`src/rtl/irm_pkg.sv`:
```
package irm_pkg;
  typedef enum logic [1:0] {
    KIND_READ   = 2'd0,
    KIND_WRITE  = 2'd1,
    KIND_LOCK32 = 2'd2,
    KIND_LOCK64 = 2'd3
  } reqKind_e;

  localparam logic [3:0] RC_DONE = 4'h0;
  localparam logic [3:0] RC_TYPE = 4'h6;
  localparam logic [3:0] RC_ADDR = 4'h7;

  localparam logic [1:0] SEL_BM   = 2'd0;
  localparam logic [1:0] SEL_BW   = 2'd1;
  localparam logic [1:0] SEL_CHHI = 2'd2;
  localparam logic [1:0] SEL_CHLO = 2'd3;

  typedef struct packed {
    logic       rd;
    logic       lk32;
    logic       lk64;
    logic [1:0] sel;
  } dpStrobe_t;
endpackage

```
`src/rtl/irm_ctrl.sv`:
```
module irm_ctrl
  import irm_pkg::*;
#(
  parameter int ADDR_W     = 8,
  parameter int CSWAP_CODE = 2
) (
  input  logic              clk,
  input  logic              rst_n,
  input  logic              reqValid,
  input  logic [1:0]        reqKind,
  input  logic [ADDR_W-1:0] reqAddr,
  input  logic [3:0]        reqExtCode,
  output dpStrobe_t         stb,
  output logic              rspValid,
  output logic [3:0]        rspCode
);
  localparam int WIN_BITS = 4;

  logic       aligned, inWindow, isCswap;
  logic [3:0] codeNext;
  dpStrobe_t  stbNext;

  assign aligned  = (reqAddr[1:0] == 2'b00);
  assign inWindow = (reqAddr[ADDR_W-1:WIN_BITS] == '0);
  assign isCswap  = (reqExtCode == 4'(CSWAP_CODE));

  always_comb begin
    stbNext  = '0;
    codeNext = RC_DONE;
    stbNext.sel = reqAddr[3:2];
    if (!aligned) begin
      codeNext = RC_TYPE;
    end else if (!inWindow) begin
      codeNext = RC_ADDR;
    end else begin
      unique case (reqKind)
        KIND_READ:   stbNext.rd = 1'b1;
        KIND_WRITE:  codeNext = RC_TYPE;
        KIND_LOCK32: begin
          if (isCswap) stbNext.lk32 = 1'b1;
          else         codeNext = RC_TYPE;
        end
        default: begin
          if (isCswap && reqAddr[3:2] == SEL_CHHI) stbNext.lk64 = 1'b1;
          else                                     codeNext = RC_TYPE;
        end
      endcase
    end
    if (!reqValid) begin
      stbNext.rd   = 1'b0;
      stbNext.lk32 = 1'b0;
      stbNext.lk64 = 1'b0;
    end
  end

  assign stb = stbNext;

  always_ff @(posedge clk or negedge rst_n) begin
    if (!rst_n) begin
      rspValid <= 1'b0;
      rspCode  <= RC_DONE;
    end else begin
      rspValid <= reqValid;
      rspCode  <= reqValid ? codeNext : RC_DONE;
    end
  end

  // exactly one response per request, one cycle later
  a_r2_resp_follows: assert property (@(posedge clk) disable iff (!rst_n)
    reqValid |=> rspValid);
  a_r2_no_spurious: assert property (@(posedge clk) disable iff (!rst_n)
    !reqValid |=> !rspValid);
  // writes are refused with a type error
  a_r3_write_refused: assert property (@(posedge clk) disable iff (!rst_n)
    (reqValid && reqKind == KIND_WRITE && reqAddr[1:0] == 2'b00 && inWindow)
      |=> rspCode == RC_TYPE);
  // misaligned offsets give a type error
  a_r5_misaligned: assert property (@(posedge clk) disable iff (!rst_n)
    (reqValid && reqAddr[1:0] != 2'b00) |=> rspCode == RC_TYPE);
endmodule

```
`src/rtl/irm_datapath.sv`:
```
module irm_datapath
  import irm_pkg::*;
#(
  parameter int          BW_W       = 13,
  parameter int          BW_DEFAULT = 4915,
  parameter logic [31:0] BM_DEFAULT = 32'h0000_003F
) (
  input  logic        clk,
  input  logic        rst_n,
  input  logic        busReset,
  input  dpStrobe_t   stb,
  input  logic [63:0] reqData,
  input  logic [63:0] reqArg,
  output logic [63:0] rspData
);
  localparam int          QW        = 32;
  localparam logic [31:0] CH_HI_DEF = 32'hFFFF_FFFE;
  localparam logic [31:0] CH_LO_DEF = 32'hFFFF_FFFF;
  localparam logic [31:0] RSV_MASK  = 32'h0000_0001;

  logic [QW-1:0]   bmReg, chHi, chLo;
  logic [BW_W-1:0] bwReg;

  logic [QW-1:0] arg32, data32, dataHiQ;
  assign arg32   = reqArg[QW-1:0];
  assign data32  = reqData[QW-1:0];
  assign dataHiQ = data32 & ~RSV_MASK;

  // Masked toggle rule shared by both channel words and the 64-bit lock
  function automatic logic chAgree(input logic [63:0] r, input logic [63:0] a,
                                   input logic [63:0] d);
    logic [63:0] aff;
    aff = a ^ d;
    return (a & aff) == (r & aff);
  endfunction

  // ---------------- identity ----------------
  logic [QW-1:0] bmNext;
  assign bmNext = (bmReg == arg32) ? data32 : bmReg;

  // ---------------- bandwidth ----------------
  logic            argBig, bwOk;
  logic [BW_W-1:0] argN, dMask, amt, bwNext;
  logic [BW_W:0]   sum;
  logic [QW-1:0]   bwRet;

  assign argBig = |arg32[QW-1:BW_W];
  assign argN   = arg32[BW_W-1:0];
  assign dMask  = data32[BW_W-1:0];

  always_comb begin
    bwOk   = 1'b0;
    bwNext = bwReg;
    amt    = '0;
    sum    = '0;
    if (!argBig) begin
      if (argN >= dMask) begin
        amt = argN - dMask;
        if (bwReg >= amt) begin
          bwOk   = 1'b1;
          bwNext = bwReg - amt;
        end
      end else begin
        amt = dMask - argN;
        sum = {1'b0, bwReg} + {1'b0, amt};
        if (!sum[BW_W]) begin
          bwOk   = 1'b1;
          bwNext = sum[BW_W-1:0];
        end
      end
    end
    bwRet = bwOk ? arg32 : QW'(bwReg);
  end

  // ---------------- channel words, quadlet ----------------
  logic [QW-1:0] chDataQ, chRegQ, chNewQ, chRetQ;
  logic          chOkQ;
  assign chDataQ = (stb.sel == SEL_CHHI) ? dataHiQ : data32;
  assign chRegQ  = (stb.sel == SEL_CHHI) ? chHi : chLo;
  assign chOkQ   = chAgree({32'h0, chRegQ}, {32'h0, arg32}, {32'h0, chDataQ});
  assign chNewQ  = chOkQ ? (chRegQ ^ (arg32 ^ chDataQ)) : chRegQ;
  assign chRetQ  = chOkQ ? arg32 : chRegQ;

  // ---------------- channel words, 64-bit ----------------
  logic [63:0] d64, cur64, new64, ret64;
  logic        ok64;
  assign d64   = {reqData[63:32] & ~RSV_MASK, reqData[31:0]};
  assign cur64 = {chHi, chLo};
  assign ok64  = chAgree(cur64, reqArg, d64);
  assign new64 = ok64 ? (cur64 ^ (reqArg ^ d64)) : cur64;
  assign ret64 = ok64 ? reqArg : cur64;

  // ---------------- read mux ----------------
  logic [QW-1:0] rdVal;
  always_comb begin
    unique case (stb.sel)
      SEL_BM:   rdVal = bmReg;
      SEL_BW:   rdVal = QW'(bwReg);
      SEL_CHHI: rdVal = chHi;
      default:  rdVal = chLo;
    endcase
  end

  logic [QW-1:0] lkRet;
  always_comb begin
    unique case (stb.sel)
      SEL_BM:  lkRet = bmReg;
      SEL_BW:  lkRet = argBig ? QW'(bwReg) : bwRet;
      default: lkRet = chRetQ;
    endcase
  end

  // ---------------- state ----------------
  always_ff @(posedge clk or negedge rst_n) begin
    if (!rst_n) begin
      bmReg <= BM_DEFAULT;
      bwReg <= BW_W'(BW_DEFAULT);
      chHi  <= CH_HI_DEF;
      chLo  <= CH_LO_DEF;
    end else if (busReset) begin
      bmReg <= BM_DEFAULT;
      bwReg <= BW_W'(BW_DEFAULT);
      chHi  <= CH_HI_DEF;
      chLo  <= CH_LO_DEF;
    end else if (stb.lk64) begin
      chHi <= new64[63:32];
      chLo <= new64[31:0];
    end else if (stb.lk32) begin
      unique case (stb.sel)
        SEL_BM:   bmReg <= bmNext;
        SEL_BW:   bwReg <= bwNext;
        SEL_CHHI: chHi  <= chNewQ;
        default:  chLo  <= chNewQ;
      endcase
    end
  end

  always_ff @(posedge clk or negedge rst_n) begin
    if (!rst_n)          rspData <= '0;
    else if (stb.lk64)   rspData <= ret64;
    else if (stb.lk32)   rspData <= {32'h0, lkRet};
    else if (stb.rd)     rspData <= {32'h0, rdVal};
    else                 rspData <= '0;
  end

  // bus reset reloads power-up values
  a_r1_bus_reset_defaults: assert property (@(posedge clk) disable iff (!rst_n)
    busReset |=> (bmReg == BM_DEFAULT && bwReg == BW_W'(BW_DEFAULT)
                  && chHi == CH_HI_DEF && chLo == CH_LO_DEF));
  // channel 31 never becomes free
  a_r11_ch31_reserved: assert property (@(posedge clk) disable iff (!rst_n)
    !chHi[0]);
  // oversized bandwidth argument leaves the register alone
  a_r7_big_arg_no_change: assert property (@(posedge clk) disable iff (!rst_n)
    (stb.lk32 && stb.sel == SEL_BW && argBig && !busReset) |=> $stable(bwReg));
  // identity mismatch keeps the old value
  a_r6_bm_mismatch_keep: assert property (@(posedge clk) disable iff (!rst_n)
    (stb.lk32 && stb.sel == SEL_BM && bmReg != arg32 && !busReset) |=> $stable(bmReg));
  // refused or read-only requests leave the channel words alone
  a_r4_idle_channels_stable: assert property (@(posedge clk) disable iff (!rst_n)
    (!stb.lk32 && !stb.lk64 && !busReset) |=> ($stable(chHi) && $stable(chLo)));
endmodule

```
`src/rtl/irm_lock_regs.sv`:
```
module irm_lock_regs
  import irm_pkg::*;
#(
  parameter int          ADDR_W     = 8,
  parameter int          CSWAP_CODE = 2,
  parameter int          BW_W       = 13,
  parameter int          BW_DEFAULT = 4915,
  parameter logic [31:0] BM_DEFAULT = 32'h0000_003F
) (
  input  logic              clk,
  input  logic              rst_n,
  input  logic              busReset,
  input  logic              reqValid,
  input  logic [1:0]        reqKind,
  input  logic [ADDR_W-1:0] reqAddr,
  input  logic [3:0]        reqExtCode,
  input  logic [63:0]       reqData,
  input  logic [63:0]       reqArg,
  output logic              rspValid,
  output logic [3:0]        rspCode,
  output logic [63:0]       rspData
);
  dpStrobe_t stb;

  irm_ctrl #(.ADDR_W(ADDR_W), .CSWAP_CODE(CSWAP_CODE)) u_ctrl (
    .clk        (clk),
    .rst_n      (rst_n),
    .reqValid   (reqValid),
    .reqKind    (reqKind),
    .reqAddr    (reqAddr),
    .reqExtCode (reqExtCode),
    .stb        (stb),
    .rspValid   (rspValid),
    .rspCode    (rspCode)
  );

  irm_datapath #(.BW_W(BW_W), .BW_DEFAULT(BW_DEFAULT), .BM_DEFAULT(BM_DEFAULT)) u_dp (
    .clk      (clk),
    .rst_n    (rst_n),
    .busReset (busReset),
    .stb      (stb),
    .reqData  (reqData),
    .reqArg   (reqArg),
    .rspData  (rspData)
  );
endmodule

```
`config.mk`:
```
export PLATFORM = sky130hd
export DESIGN_NAME = irm_lock_regs
export DESIGN_NICKNAME = d
export VERILOG_FILES = /design/src/rtl/irm_pkg.sv /design/src/rtl/irm_ctrl.sv /design/src/rtl/irm_datapath.sv /design/src/rtl/irm_lock_regs.sv
export SDC_FILE = /design/constraint.sdc
export NUM_CORES = 1
export LEC_CHECK = 0
export BUFFER_PORTS_ARGS = -buffer_cell sky130_fd_sc_hd__buf_2
export CAP_MARGIN = 20
export CORE_ASPECT_RATIO = 0.9
export CORE_MARGIN = 2
export CORE_UTILIZATION = 30
export DETAILED_ROUTE_END_ITERATION = 6
export PLACE_DENSITY = 0.55
export SETUP_SLACK_MARGIN = 0.5
export SYNTH_ARGS = -nofsm -noshare
export SYNTH_HDL_FRONTEND = slang
export SYNTH_SLANG_ARGS = --single-unit
```
`constraint.sdc`:
```
create_clock -name clk -period 4.4 [get_ports clk]
set_clock_uncertainty 0.1 [all_clocks]
set_input_delay 0.44 -clock clk [delete_from_list [all_inputs] [get_ports clk]]
set_output_delay 0.44 -clock clk [all_outputs]
set_load 0.03 [all_outputs]
```
After elaboration in Yosys (flattened, before gate mapping):

Index checks and enable logic that the tools add are counted.

* input bits: 146
* word-level logic and storage cells: 106
* register bits: 178

* add/subtract/negate cells: 4
* reduce and logical (&&, ||, !) cells: 18
* bitwise operators: 9
* eq/ne operators: 14
* muxes and demuxes: 52
* order comparisons: 2

Operator list (count)
* $mux 32: 19
* $mux 64: 4
* $and 32x64->64: 2
* $and 64x64->64: 2
* $eq 64x64->1: 2
* $xor 64x64->64: 2
* $mux 13: 8
* $pmux 32 s3: 1
* $xor 32x32->32: 3
* $pmux 32 s2: 1
* $sub 13x13->13: 3
* $eq 32x32->1: 1
* $ge 13x13->1: 2
* $reduce_or 19->1: 1
* $mux 3: 5
* $add 13x13->14: 1
* $mux 4: 3
* $pmux 4 s3: 1
* $mux 1: 10
* $reduce_bool 2->1: 4
* $logic_not 2->1: 3
* $ne 3x2->1 const B: 2
* $reduce_and 3->1: 2
* $reduce_and 6->1: 1
* other kinds (11): 16

Longest topological paths before layout:

* depth after elaboration: 10
* gate-level depth with buffers: 23
* mapped depth without buffers: 21

Modules after synthesis:

A second synthesis with hierarchy kept.

* cells, all modules: 1889
* area total of the unflattened synthesis: 15964.1 sq um

By module, submodules not included
* irm_datapath: cells an instance 1865, area each 15735.1 sq um, times used 1, seq. area each 4424.2 sq um
* irm_ctrl: cells an instance 24, area each 229.0 sq um, times used 1, seq. area each 75.1 sq um

Worst setup path before layout:

Ideal clock, no wire load.

* kind: input -> register
* from: input reqData[1]
* to: register u_dp.bwReg[2]
* stages: 22
* slack: 59 ps
* data arrival time: 4108 ps
* data required time: 4168 ps
* setup time: 132 ps
* buffers on the path: 2
* cells stage by stage: inv_1 ha_1 nor2b_1 o21ai_0 a21oi_1 o21ai_0 nand2b_1 a31o_2 a21o_1 a21oi_1 xnor2_1 ha_1 o2111ai_1 o22ai_1 a221o_1 a31oi_4 mux2i_4 nor4bb_1 buf_2 buf_6 mux2i_1 nor2_1

* cells in the longest elaborated chain, start to end: 9

RTL lines
* from (decl): RTL line irm_lock_regs.sv:17 `input logic [63:0] reqData,`
* $sub 13x13->13, on equally long branches: RTL line irm_datapath.sv:64, irm_datapath.sv:58
* $add 13x13->14 or $sub 13x13->13 (tied branches): RTL line irm_datapath.sv:65, irm_datapath.sv:61
* $mux 13, on equally long branches: RTL line irm_datapath.sv:66, irm_datapath.sv:59
* $mux 13: RTL line irm_datapath.sv:57 `if (argN >= dMask) begin`
* $mux 13: RTL line irm_datapath.sv:56 `if (!argBig) begin`
* $mux 13: RTL line irm_datapath.sv:129 `unique case (stb.sel)`
* $mux 13: RTL line irm_datapath.sv:128 `end else if (stb.lk32) begin`
* $mux 13: RTL line irm_datapath.sv:125 `end else if (stb.lk64) begin`
* $mux 13: RTL line irm_datapath.sv:120 `end else if (busReset) begin`
* to (signal assigned): RTL line irm_datapath.sv:117 `bwReg <= BW_W'(BW_DEFAULT);`
* to (signal assigned): RTL line irm_datapath.sv:122 `bwReg <= BW_W'(BW_DEFAULT);`
* to (signal assigned): RTL line irm_datapath.sv:131 `SEL_BW: bwReg <= bwNext;`
* to (decl): RTL line irm_datapath.sv:22 `logic [BW_W-1:0] bwReg;`

Parallel ways exist; a longest one is shown, timed or not. The select of a mux whose other input is x is not followed.
A chain may end at the register's enable or synchronous reset.

Worst setup path after layout:

* from: input reqArg[0]
* to: register u_dp.rspData[1]

* cells in the longest elaborated chain, start to end: 10

RTL lines
* from (decl): RTL line irm_lock_regs.sv:18 `input logic [63:0] reqArg,`
* $sub 13x13->13, on equally long branches: RTL line irm_datapath.sv:64, irm_datapath.sv:58
* $add 13x13->14 or $ge 13x13->1 (tied branches): RTL line irm_datapath.sv:65, irm_datapath.sv:59
* $mux 1, on equally long branches: RTL line irm_datapath.sv:66, irm_datapath.sv:59
* $mux 1: RTL line irm_datapath.sv:57
* $mux 1: RTL line irm_datapath.sv:56
* $mux 32: RTL line irm_datapath.sv:72 `bwRet = bwOk ? arg32 : QW'(bwReg);`
* $mux 32: RTL line irm_datapath.sv:108 `SEL_BW: lkRet = argBig ? QW'(bwReg) : bwRet;`
* $pmux 32 s2: RTL line irm_datapath.sv:106 `unique case (stb.sel)`
* $mux 64: RTL line irm_datapath.sv:141 `else if (stb.lk32) rspData <= {32'h0, lkRet};`
* $mux 64 (*): RTL line irm_datapath.sv:140 `else if (stb.lk64) rspData <= ret64;`
* to (signal assigned): RTL line irm_datapath.sv:140
* to (signal assigned): RTL line irm_datapath.sv:141
* to (signal assigned): RTL line irm_datapath.sv:142 `else if (stb.rd) rspData <= {32'h0, rdVal};`
* to (decl): RTL line irm_datapath.sv:14 `output logic [63:0] rspData`

Every way passes the cells marked *; elsewhere a longest branch is shown, timed or not.

==> reports/results.tsv <==
metric	value	unit
hold-fix buffers at CTS	0	
status	finished with violations	
CP Class	in -> reg	
Data required, critical path	4670	ps
grt ovf	0	
leakage	9.249	nW
largest net degree at the start of global routing	105	
# H-tree levels	4	
Setup Viol. Count Final	0	
part of the Yosys area used for sequential elements	28.67	%
Ys Warns	0	
CTS clock-pin slew for the worst setup and hold paths	80	ps
Rel. slew slack	31.31	%
Synth top area share	16.11	%
Hold WS	-8.279	ps
Main synth FF type	dfrtp_1	
Worst Tran Pin Value	1027	ps
layout cell share with drive strength beyond 1	30.39	%
CTS max path bufs	2	
post-synth top area cell	ha_1	
fin crit share	94.80	%
CTS buffer count	17	
grt met2 use	35.90	%
crit path time final	4171	ps
Setup TNS	0	ps
Seq pwr share	33.1	%
Worst Setup End Kind	flop	
Worst R2R Setup Slack	620	ps
fmax	0.2397	GHz
Int Power	3.356	mW
Routed WL	62070	um
Pwr Total	5.155	mW
Via Count	14462	
Routed Antenna Nets	0	
largest cells by area after synthesis	ha_1 (16%), dfrtp_1 (16%), dfstp_2 (13%), xnor2_1 (6.7%), mux2_2 (6.2%)	
FF-to-FF path depth	12	
first-pass GRT wire length	91880	um
Worst EP arrival	4440	ps
Pre-antenna DRT Iters	6	
gr busiest metal	met2	
Port Buffer Count	212	
RSZ-0062 raised after global routing	true	
area grow syn2layout	24.32	%
power density over the cells	264.3	nW/um2
Final nets	2392	
die width	245.1	um
dpl hpwl	46740	um
drt via density	5.274	
GRT met1 Usage	31.34	%
Netlist Area Pre-Place	15690	um2
synth cell count leaders	ha_1 (202), inv_1 (189), nand2_1 (173), nor2_1 (123), xnor2_1 (120)	
number of global-route vias before repair	14342	
WL/cell	22.64	um
Initial Utilization	30.35	%
Net Sw Frac	34.90	%
most common cell in the synthesized netlist	ha_1	
CP Max Fanout	7	
initial antenna violation count	2	
Post-synth ARST share	100.0	%
final hold viol count	2	
Min-Delay Path Class	in -> async	
Max VDD drop	0.3049	mV
GP Congestion	0.9033	
clock group share of total power	32.6	%
CP Launch Type	input port	
max cap viols	0	
CTS tree	done	
GRT Total Usage	22.63	%
Ports	215	
core area	51700	um2
num rows	79	
cells after synthesis	1752	
DIE AREA	54150	um2
worst skew pair latency	480	ps
Finished Cell Area	19510	um2
post-synth cell types	71	
Net Sw Power	1.799	mW
CTS root buffer	clkbuf_16	
Seq cells post-synth	176	
DRC Markers	0	
Mapped Nets	2104	
met3 Usage GRT	4.269	%
Post-DP Area	18390	um2
height of the die	221.0	um
number of clock sinks	176	
Syn Area/Cell	8.956	um2
reg2reg start	u_dp.chHi[2]	
Post-synth EDFFs	0	
FF-to-FF End	u_dp.rspData[16]	
combinational share of power	34.3	%
Slew Viols, Final	0	
failing checks	negative hold slack	
detailed router's first-iteration violation count	1251	
flip-flops by register name, summed over array words and instances (netlist names):
name / flops
u_ctrl.rspValid: 1
u_dp.chLo: 32
u_ctrl.rspCode: 2
u_dp.chHi: 32
u_dp.rspData: 64
u_dp.bwReg: 13
u_dp.bmReg: 32
power by group through the flow:
stage	combinational [mW]	sequential (mW)	clock, mW
after CTS	1.71	1.70	1.70
after global routing	1.93	1.71	1.77
final	1.77	1.71	1.68
after floorplan	0.967	1.72	0
after global placement	1.64	1.73	0
after detailed placement	1.65	1.73	0
per-stage QoR:
step,worst slack (ps),utilization (%),cells
floorplan,242.6,-,1752
global placement,-284.6,35.57,2683
detailed placement,-352.8,35.57,2683
CTS,263.8,37.40,2734
global route,49.33,37.73,2741
finish,228.8,37.74,2742
critical path, cell delays in order:
cell      delay, ps
buf_2           120
buf_4           130
inv_1            50
ha_2            170
inv_1            60
fa_2            410
inv_2            60
o21ai_1          70
a21oi_1         160
buf_4           160
o21ai_0         120
xnor2_1         260
ha_1            300
and4_4          230
nand2_4          70
a31oi_4          40
o21ai_1         150
nand2_1         110
mux2i_4         260
buf_12          140
nor4bb_4         40
buf_6           150
buf_12          120
buf_16          140
buf_6           120
a221o_1         330
cells in the final DEF (no fill, tap or decap), types with 6 or more instances in the layout:
cell type / n
clkbuf_16: 17
xor2_1: 24
o211ai_1: 7
buf_2: 209
o21ai_1: 6
nand4_1: 28
dfstp_2: 76
nand3_1: 13
a211oi_1: 6
a221o_1: 45
nor3_1: 6
buf_6: 6
a31oi_1: 33
o31ai_1: 26
mux2_2: 86
nor4_1: 16
ha_1: 195
a21oi_1: 95
nand2b_1: 16
a222oi_1: 10
a22oi_1: 9
o21ai_0: 52
inv_1: 184
xnor2_1: 115
nand2_1: 171
buf_4: 123
a21oi_2: 9
o21bai_1: 11
a21o_1: 11
mux2i_1: 73
nor2_1: 120
o22ai_1: 11
buf_12: 15
dfrtp_1: 100
layer usage:
layer | vias up | part of all wire, %
met3 | 90 | 7.3
met4 | 2 | 2.4
li1 | 6735 | -
met5 | - | 0.021
met2 | 574 | 45
met1 | 7061 | 45
worst max-delay path by stage:
stage	startpoint	end	slack (ps)	depth (start not counted)
6_report	reqArg[0]	u_dp.rspData[1]	230	26
5_1_grt	reqData[0]	u_dp.bwReg[0]	50	26
4_1_cts	reqData[1]	u_dp.rspData[11]	260	23
3_5_place_dp	reqData[0]	u_dp.bwReg[2]	-350	24
3_3_place_gp	reqData[0]	u_dp.bwReg[2]	-280	24
2_1_floorplan	reqData[0]	u_dp.bwReg[2]	240	23
layout make-up:
cell class                 instances  area (um2)
antenna                            1       2.502
tap                              688       860.8
inverter                         190       729.5
fill                            5280       32190
timing repair buffer             357        2421
clock inverter                    12       158.9
multi-input combinational       1298       10390
clock buffer                      20       446.7
sequential                       176        4499
cells by family after synthesis:
logic type / after synthesis / share of synthesized area [%]
XOR/XNOR: 144 / 8.038
multiplexers: 165 / 11.69
buffers and inverters: 279 / 7.073
AND/OR/NAND/NOR: 404 / 11.44
adder cells (fa/ha/maj): 206 / 16.62
AO/OA/AOI/OAI: 377 / 16.44
flip-flops: 176 / 28.67
other: 1 / 0.02390
repair_timing:
item	CTS	global route
cloned	3	0
gates resized for setup	31	28
setup endpoints to repair	44	45
buffers inserted	16	7
pin swaps	35	34
No activity file was read; power rests on OpenSTA's default activity.
